## src/rtl/router_pkg.sv

```systemverilog
package router_pkg;

    typedef enum logic [1:0] {
        TAG_MSG = 2'd0,
        TAG_NUM = 2'd1,
        TAG_FUN = 2'd2,
        TAG_PFX = 2'd3
    } tag_e;

    typedef enum logic [3:0] {
        S_CMD, S_FWD, S_PAY, S_OPEN, S_RLEN,
        S_RDAT, S_DLEN, S_DRD, S_DWT, S_DSND
    } state_e;

    localparam int FN_PEEK2 = 2;
    localparam int FN_PEEK4 = 4;
    localparam int FN_OPEN  = 5;
    localparam int FN_CLOSE = 6;
    localparam int FN_ADDR  = 7;

endpackage

```

## src/rtl/opnd_accum.sv

```systemverilog
module opnd_accum import router_pkg::*; #(
    parameter int OPND_W = 32
) (
    input  logic              clk,
    input  logic              rst_n,
    input  logic              take,
    input  logic [7:0]        byte_in,
    output tag_e              tag,
    output logic [OPND_W-1:0] val
);

    logic [OPND_W-1:0] op_q;

    assign tag = tag_e'(byte_in[7:6]);
    assign val = op_q | OPND_W'(byte_in[5:0]);

    always_ff @(posedge clk) begin
        if (!rst_n)
            op_q <= '0;
        else if (take)
            op_q <= (tag == TAG_PFX) ? (val << 6) : '0;
    end

    // a non-prefix byte leaves a clean operand for the next command
    a_r1_operand_cleared: assert property (@(posedge clk) disable iff (!rst_n)
        (take && tag != TAG_PFX) |=> (val == OPND_W'(byte_in[5:0])));

endmodule

```

## src/rtl/link_xbar.sv

```systemverilog
module link_xbar #(
    parameter  int NLINK  = 4,
    localparam int LINK_W = $clog2(NLINK)
) (
    input  logic              clk,
    input  logic              rst_n,
    input  logic [LINK_W-1:0] sel,
    input  logic              out_valid,
    output logic              out_ready,
    input  logic              in_ready,
    output logic              in_valid,
    output logic [7:0]        in_data,
    output logic [NLINK-1:0]  dn_out_valid,
    input  logic [NLINK-1:0]  dn_out_ready,
    input  logic [NLINK-1:0]  dn_in_valid,
    input  logic [NLINK*8-1:0] dn_in_data,
    output logic [NLINK-1:0]  dn_in_ready
);

    for (genvar i = 0; i < NLINK; i++) begin : g_lane
        assign dn_out_valid[i] = out_valid && (sel == LINK_W'(i));
        assign dn_in_ready[i]  = in_ready  && (sel == LINK_W'(i));
    end

    assign out_ready = dn_out_ready[sel];
    assign in_valid  = dn_in_valid[sel];
    assign in_data   = dn_in_data[sel*8 +: 8];

    // only the selected lane ever sees valid or ready
    a_r11_out_onehot: assert property (@(posedge clk) disable iff (!rst_n)
        $onehot0(dn_out_valid));
    a_r11_in_onehot: assert property (@(posedge clk) disable iff (!rst_n)
        $onehot0(dn_in_ready));

endmodule

```

## src/rtl/nested_cmd_router.sv

```systemverilog
module nested_cmd_router import router_pkg::*; #(
    parameter  int NLINK     = 4,
    parameter  int ADDR_W    = 10,
    parameter  int OPND_W    = 32,
    parameter  int PKT_MAX   = 60,
    parameter  int MAX_DEPTH = 15,
    localparam int LINK_W    = $clog2(NLINK)
) (
    input  logic               clk,
    input  logic               rst_n,
    input  logic               up_in_valid,
    input  logic [7:0]         up_in_data,
    output logic               up_in_ready,
    output logic               up_out_valid,
    output logic [7:0]         up_out_data,
    input  logic               up_out_ready,
    output logic [NLINK-1:0]   dn_out_valid,
    output logic [7:0]         dn_out_data,
    input  logic [NLINK-1:0]   dn_out_ready,
    input  logic [NLINK-1:0]   dn_in_valid,
    input  logic [NLINK*8-1:0] dn_in_data,
    output logic [NLINK-1:0]   dn_in_ready,
    output logic               mem_rd_en,
    output logic [ADDR_W-1:0]  mem_rd_addr,
    input  logic [7:0]         mem_rd_data,
    output logic               peek_go,
    output logic [LINK_W-1:0]  peek_link,
    output logic [2:0]         peek_bytes
);

    localparam int DEPTH_W = $clog2(MAX_DEPTH + 1);

    state_e              state_q, state_d;
    logic [LINK_W-1:0]   link_q;
    logic [7:0]          remain_q, hold_q, byte_q, chunk;
    logic [DEPTH_W-1:0]  depth_q;
    logic [1:0]          aphase_q;
    logic [ADDR_W-1:0]   offset_q;
    logic [OPND_W-1:0]   count_q, op_val;
    tag_e                op_tag;
    logic                op_take, fin;
    logic                sel_out_valid, sel_out_ready;
    logic                sel_in_valid, sel_in_ready;
    logic [7:0]          sel_in_data;
    logic                in_fire, out_fire, up_fire;

    opnd_accum #(.OPND_W(OPND_W)) u_opnd (
        .clk(clk), .rst_n(rst_n), .take(op_take), .byte_in(up_in_data),
        .tag(op_tag), .val(op_val)
    );

    link_xbar #(.NLINK(NLINK)) u_xbar (
        .clk(clk), .rst_n(rst_n), .sel(link_q),
        .out_valid(sel_out_valid), .out_ready(sel_out_ready),
        .in_ready(sel_in_ready), .in_valid(sel_in_valid), .in_data(sel_in_data),
        .dn_out_valid(dn_out_valid), .dn_out_ready(dn_out_ready),
        .dn_in_valid(dn_in_valid), .dn_in_data(dn_in_data), .dn_in_ready(dn_in_ready)
    );

    assign chunk       = (count_q > OPND_W'(PKT_MAX)) ? 8'(PKT_MAX) : count_q[7:0];
    assign fin         = up_in_valid && (op_tag == TAG_FUN) &&
                         (op_val == OPND_W'(FN_CLOSE)) && (depth_q == DEPTH_W'(1));
    assign in_fire     = up_in_valid && up_in_ready;
    assign out_fire    = sel_out_valid && sel_out_ready;
    assign up_fire     = up_out_valid && up_out_ready;
    assign mem_rd_addr = offset_q;
    assign peek_link   = link_q;

    // state register
    always_ff @(posedge clk) begin
        if (!rst_n) state_q <= S_CMD;
        else        state_q <= state_d;
    end

    // outputs
    always_comb begin
        up_in_ready   = 1'b0;
        sel_out_valid = 1'b0;
        dn_out_data   = up_in_data;
        up_out_valid  = 1'b0;
        up_out_data   = sel_in_data;
        sel_in_ready  = 1'b0;
        mem_rd_en     = 1'b0;
        op_take       = 1'b0;
        unique case (state_q)
            S_CMD: begin
                up_in_ready = 1'b1;
                op_take     = up_in_valid;
            end
            S_FWD: begin
                sel_out_valid = 1'b1;
                dn_out_data   = hold_q;
            end
            S_PAY: begin
                sel_out_valid = up_in_valid;
                up_in_ready   = sel_out_ready;
            end
            S_OPEN: begin
                sel_out_valid = up_in_valid && !fin;
                up_in_ready   = fin || sel_out_ready;
                op_take       = up_in_valid && (fin || sel_out_ready);
            end
            S_RLEN, S_RDAT: begin
                up_out_valid = sel_in_valid;
                sel_in_ready = up_out_ready;
            end
            S_DLEN: begin
                up_out_valid = 1'b1;
                up_out_data  = chunk;
            end
            S_DRD:  mem_rd_en = 1'b1;
            S_DWT:  ;
            S_DSND: begin
                up_out_valid = 1'b1;
                up_out_data  = byte_q;
            end
            default: ;
        endcase
    end

    // next state
    always_comb begin
        state_d = state_q;
        unique case (state_q)
            S_CMD: if (in_fire) begin
                unique case (op_tag)
                    TAG_MSG: state_d = S_FWD;
                    TAG_NUM: if (aphase_q == 2'd2) state_d = S_DLEN;
                    TAG_FUN: if (op_val == OPND_W'(FN_OPEN)) state_d = S_OPEN;
                    TAG_PFX: ;
                    default: ;
                endcase
            end
            S_FWD:  if (out_fire) state_d = (remain_q == 8'd0) ? S_RLEN : S_PAY;
            S_PAY:  if (out_fire && remain_q == 8'd1) state_d = S_CMD;
            S_OPEN: if (in_fire && fin) state_d = S_RLEN;
            S_RLEN: if (up_fire) state_d = (sel_in_data == 8'd0) ? S_CMD : S_RDAT;
            S_RDAT: if (up_fire && remain_q == 8'd1) state_d = S_RLEN;
            S_DLEN: if (up_fire) state_d = (chunk == 8'd0) ? S_CMD : S_DRD;
            S_DRD:  state_d = S_DWT;
            S_DWT:  state_d = S_DSND;
            S_DSND: if (up_fire) state_d = (remain_q == 8'd1) ? S_DLEN : S_DRD;
            default: state_d = S_CMD;
        endcase
    end

    // datapath registers
    always_ff @(posedge clk) begin
        if (!rst_n) begin
            link_q     <= '0;
            remain_q   <= '0;
            hold_q     <= '0;
            byte_q     <= '0;
            depth_q    <= '0;
            aphase_q   <= '0;
            offset_q   <= '0;
            count_q    <= '0;
            peek_go    <= 1'b0;
            peek_bytes <= '0;
        end else begin
            peek_go <= 1'b0;
            unique case (state_q)
                S_CMD: if (in_fire) begin
                    unique case (op_tag)
                        TAG_MSG: begin
                            hold_q   <= up_in_data;
                            remain_q <= op_val[7:0];
                        end
                        TAG_NUM: begin
                            if (aphase_q == 2'd1) begin
                                offset_q <= op_val[ADDR_W-1:0];
                                aphase_q <= 2'd2;
                            end else if (aphase_q == 2'd2) begin
                                count_q  <= op_val;
                                aphase_q <= 2'd0;
                            end else begin
                                link_q <= op_val[LINK_W-1:0];
                            end
                        end
                        TAG_FUN: begin
                            if (op_val == OPND_W'(FN_PEEK2) || op_val == OPND_W'(FN_PEEK4)) begin
                                peek_go    <= 1'b1;
                                peek_bytes <= op_val[2:0];
                            end else if (op_val == OPND_W'(FN_OPEN)) begin
                                depth_q <= DEPTH_W'(1);
                            end else if (op_val == OPND_W'(FN_ADDR)) begin
                                aphase_q <= 2'd1;
                            end
                        end
                        TAG_PFX: ;
                        default: ;
                    endcase
                end
                S_PAY:  if (out_fire) remain_q <= remain_q - 8'd1;
                S_OPEN: if (in_fire && op_tag == TAG_FUN) begin
                    if (op_val == OPND_W'(FN_OPEN))
                        depth_q <= depth_q + DEPTH_W'(1);
                    else if (op_val == OPND_W'(FN_CLOSE))
                        depth_q <= depth_q - DEPTH_W'(1);
                end
                S_RLEN: if (up_fire) remain_q <= sel_in_data;
                S_RDAT: if (up_fire) remain_q <= remain_q - 8'd1;
                S_DLEN: if (up_fire) remain_q <= chunk;
                S_DWT:  byte_q <= mem_rd_data;
                S_DSND: if (up_fire) begin
                    offset_q <= offset_q + ADDR_W'(1);
                    count_q  <= count_q - OPND_W'(1);
                    remain_q <= remain_q - 8'd1;
                end
                default: ;
            endcase
        end
    end

    // inside a bracket the depth never reaches zero
    a_r5_depth_live: assert property (@(posedge clk) disable iff (!rst_n)
        (state_q == S_OPEN) |-> (depth_q != '0));
    // a dump length byte never exceeds the packet limit
    a_r7_chunk_limit: assert property (@(posedge clk) disable iff (!rst_n)
        (state_q == S_DLEN && up_out_valid) |-> (up_out_data <= 8'(PKT_MAX)));
    // a stalled dump byte holds its value
    a_r7_dump_hold: assert property (@(posedge clk) disable iff (!rst_n)
        (state_q == S_DSND && up_out_valid && !up_out_ready) |=> (up_out_valid && $stable(up_out_data)));
    // the peek trigger always carries a legal word size
    a_r8_peek_size: assert property (@(posedge clk) disable iff (!rst_n)
        peek_go |-> (peek_bytes == 3'd2 || peek_bytes == 3'd4));
    // the held command byte stays put until the link takes it
    a_r2_fwd_hold: assert property (@(posedge clk) disable iff (!rst_n)
        (state_q == S_FWD && !sel_out_ready) |=> ($stable(dn_out_data) && $stable(dn_out_valid)));

endmodule

```

## config.mk

```make
export PLATFORM = sky130hd
export DESIGN_NAME = nested_cmd_router
export DESIGN_NICKNAME = d
export VERILOG_FILES = /design/src/rtl/router_pkg.sv /design/src/rtl/opnd_accum.sv /design/src/rtl/link_xbar.sv /design/src/rtl/nested_cmd_router.sv
export SDC_FILE = /design/constraint.sdc
export NUM_CORES = 1
export LEC_CHECK = 0
export ABC_CLOCK_PERIOD_IN_PS = 6750
export BUFFER_PORTS_ARGS = -buffer_cell sky130_fd_sc_hd__buf_2
export CORE_MARGIN = 3
export CORE_UTILIZATION = 45
export DETAILED_ROUTE_END_ITERATION = 10
export HOLD_SLACK_MARGIN = 0.08
export PLACE_DENSITY = 0.66
export SYNTH_ARGS = -nofsm -noshare
export SYNTH_HDL_FRONTEND = slang
export SYNTH_SLANG_ARGS = --single-unit
```

## constraint.sdc

```tcl
create_clock -name clk -period 6.75 [get_ports clk]
set_input_delay 1.35 -clock clk [delete_from_list [all_inputs] [get_ports clk]]
set_output_delay 1.35 -clock clk [all_outputs]
set_load 0.005 [all_outputs]
```

==> flow_metrics.tcl <==
set metrics [dict create \
    worstPathRequired_ns 5.40 \
    worst_slack_ns 1.54 \
    vdd_drop_max_uv 117 \
    grt.total_usage 0.249 \
    critPathKind "input port to primary output" \
    crit_path_max_fanout 6 \
    synthTopCellsByArea "dfxtp_1 33%, a21oi_1 6.7%, o21ai_0 5.7%, nor2_1 4.8%, nand2_1 4.4%" \
    post-place-ws_ns 1.61 \
    clockRootBuffer "clkbuf_16" \
    slew_headroom 0.277 \
    yosys.area.top_type "dfxtp_1" \
    startpoint_type "input port" \
    vias_per_cell 6.38 \
    num_rows 43 \
    cts.sinks 108 \
    cts_resized 0 \
    ys_seq_elements 108 \
    grt_pass1_wl_um 32900 \
    clk_pin_slew_ns 0.07 \
    mostFrequentLayoutCells "108 x dfxtp_1, 102 x buf_2, 89 x a21oi_1, 84 x nor2_1, 77 x nand2_1" \
    vias 7029 \
    synthCells 865 \
    netlist.area_leader.share 0.326 \
    clock_skew_ns 0.00476 \
    async_flop_share 0 \
    period_needed_ns 5.21 \
    reg2reg_slack_ns 3.26 \
    worstPathCellList "buf_2 > inv_1 > ha_1 > and2_1 > nand3b_1 > nor4_1 > a31oi_1 > o21ai_0 > nor3_1 > buf_2" \
    area_growth_syn_to_layout_pct 13.3 \
    p_leak_uw 0.00293 \
    r2r_end "count_q[30]" \
    max_freq_ghz 0.192 \
    critPathLaunch "up_in_data[6]" \
    syn_avg_cell_area_um2 7.67 \
    crit_slowest_cell "nor4_1" \
    slowest_delay_ns 0.85 \
    first_global_vias 6179 \
    reg2reg_from "state_q[0]" \
    rsz0062_at_grt "no" \
    ys_warn_count 0 \
    holdBufCountCts 0 \
    final_common_cell "dfxtp_1" \
    routed_wl_um 21000 \
    holdCritPathClass "flop to flop" \
    drv_cap 0 \
    status "finished, final reports clean" \
    clkLatencyLatePin_ns 0.35 \
    yosysSeqAreaShare 0.326 \
    gp_congestion 0.893 \
    dp_hpwl_um 14400 \
    syn_nets 941 \
    core_um2 14100 \
    hold_violations 0 \
    finalMaxSlewViolations 0 \
    avgRoutedWirePerCell_um 19.0 \
    cp-end-kind "primary output" \
    cts_buffers 9 \
    final.setup.tns_ns 0 \
    p_per_area_nw_per_um2 248 \
    antenna_cells 0 \
    start_util 0.469 \
    cp.depth 10 \
    fp.dieH_um 127 \
    dp.cells 1087 \
    synth_edf_count 0 \
    cts_max_path_buffers 2 \
    finalSetupViolCount 0 \
    ant_nets 0 \
    fin_nets 994 \
    first_pass_iters 5 \
    design.die.area_um2 16200 \
    syn_area_um2 6640 \
    drive_gt1_frac 0.183 \
    die_x_um 127 \
    grt_overflow 0 \
    io_pins 103 \
    htreeDepth 3 \
    io_buffer_count 102 \
    tightestPinTransition_ns 1.08 \
    cp_num_buf_inv 3 \
    initialDrtViolationCount 613 \
    finalNonFillerCells 1102 \
    antenna_found_initial 0 \
    drc 0 \
    critPathTopFamily "simple AND/OR/NAND/NOR gates" \
    grt_max_degree 61 \
    final_util 0.531 \
    endpoint "dn_out_valid[0]" \
    cpMostUsedCell "buf_2" \
    ys.flop_type "dfxtp_1" \
    cp.arrival_ns 3.86 \
    synth_cell_type_count 67 \
    r2r.worst_path.cells 6 \
    cts_tree "done" \
    post-cts-setup-buffer-count 0 \
    final.period_utilization 0.773 \
]
-- area by class of cell --
class	count	area [um2]
Sequential cell	108	2160
Inverter	21	78.8
Clock inverter	4	73.8
Tap cell	180	225
Multi-Input combinational cell	665	4150
Timing Repair Buffer	113	593
Fill cell	1377	6630
Clock buffer	11	233
-- worst min-delay path: cells and delay by family, from the launching register on --
kind / cells / cell delay, ns
AO/OA/AOI/OAI: 1 / 0.05
flip-flops: 1 / 0.31
AND/OR/NAND/NOR: 1 / 0.05
-- power breakdown --
| group | internal (uW) | switching (uW) | leakage (uW) | total (uW) |
|---|---|---|---|---|
| logic | 223 | 342 | 0.00191 | 565 |
| registers | 670 | 67.0 | 0.000872 | 737 |
| clock network | 325 | 241 | 0.000150 | 565 |
-- synth_stat cells, drive strengths merged, types with 4 or more instances --
master and number:
dfxtp 108, a21oi 89, nor2 84, o21ai 78
nand2 77, clkbuf 61, nand4 37, nor3 26
nor4 22, inv 21, nand3 21, a31oi 18
ha 16, a22oi 15, mux2i 12, nand2b 12
buf 10, mux4 10, or4 10, a211oi 9
o31ai 9, or3 8, a22o 7, and3 7
mux2 6, o22ai 6, a21o 5, nor2b 5
o221a 5, a31o 4, and2 4, nand3b 4
o211ai 4, o21a 4, o311ai 4
-- per-stage QoR --
stage	area, um2	total power (uW)	hold slack [ns]
3_3_place_gp	7210	1310	0.444
5_1_grt	7520	1960	0.477
2_1_floorplan	6640	1130	0.437
6_report	7520	1870	0.460
4_1_cts	7520	1860	0.458
3_5_place_dp	7210	1300	0.448
-- how the worst min path moves through the flow --
| stage | startpoint | end | slack, ns | cells after the start |
|---|---|---|---|---|
| 6_report | byte_q[7] | byte_q[7] | 0.46 | 2 |
| 5_1_grt | byte_q[3] | byte_q[3] | 0.48 | 2 |
| 4_1_cts | byte_q[6] | byte_q[6] | 0.46 | 2 |
| 3_5_place_dp | byte_q[6] | byte_q[6] | 0.45 | 2 |
| 3_3_place_gp | byte_q[1] | byte_q[1] | 0.44 | 2 |
| 2_1_floorplan | byte_q[0] | byte_q[0] | 0.44 | 2 |
-- kinds of logic (layout without fill, tap and decap cells) --
family,count (synthesis),count (layout),synth area share
compound gates,287,287,0.271
xor+xnor,5,5,0.00660
fa+ha+maj,16,16,0.0302
buf+inv,92,149,0.0532
flops,108,108,0.326
mux,28,28,0.0622
simple gates,329,329,0.251
-- sequential cells by signal, summed over array words and instances (netlist names) --
signal and count:
aphase_q 2, byte_q 8, count_q 32, depth_q 4
hold_q 8, mem_rd_addr 10, peek_bytes 3, peek_go 1
peek_link 2, remain_q 8, state_q 4, u_opnd.op_q 26
-- metal layers --
metal | up-vias | track usage | part of all wire
met5 | - | 0 | 0
met4 | 0 | 0.0845 | 0.021
met3 | 36 | 0.0334 | 0.083
met2 | 330 | 0.367 | 0.43
met1 | 3306 | 0.373 | 0.46
li1 | 3357 | - | -
No activity file was read; power rests on OpenSTA's default activity.
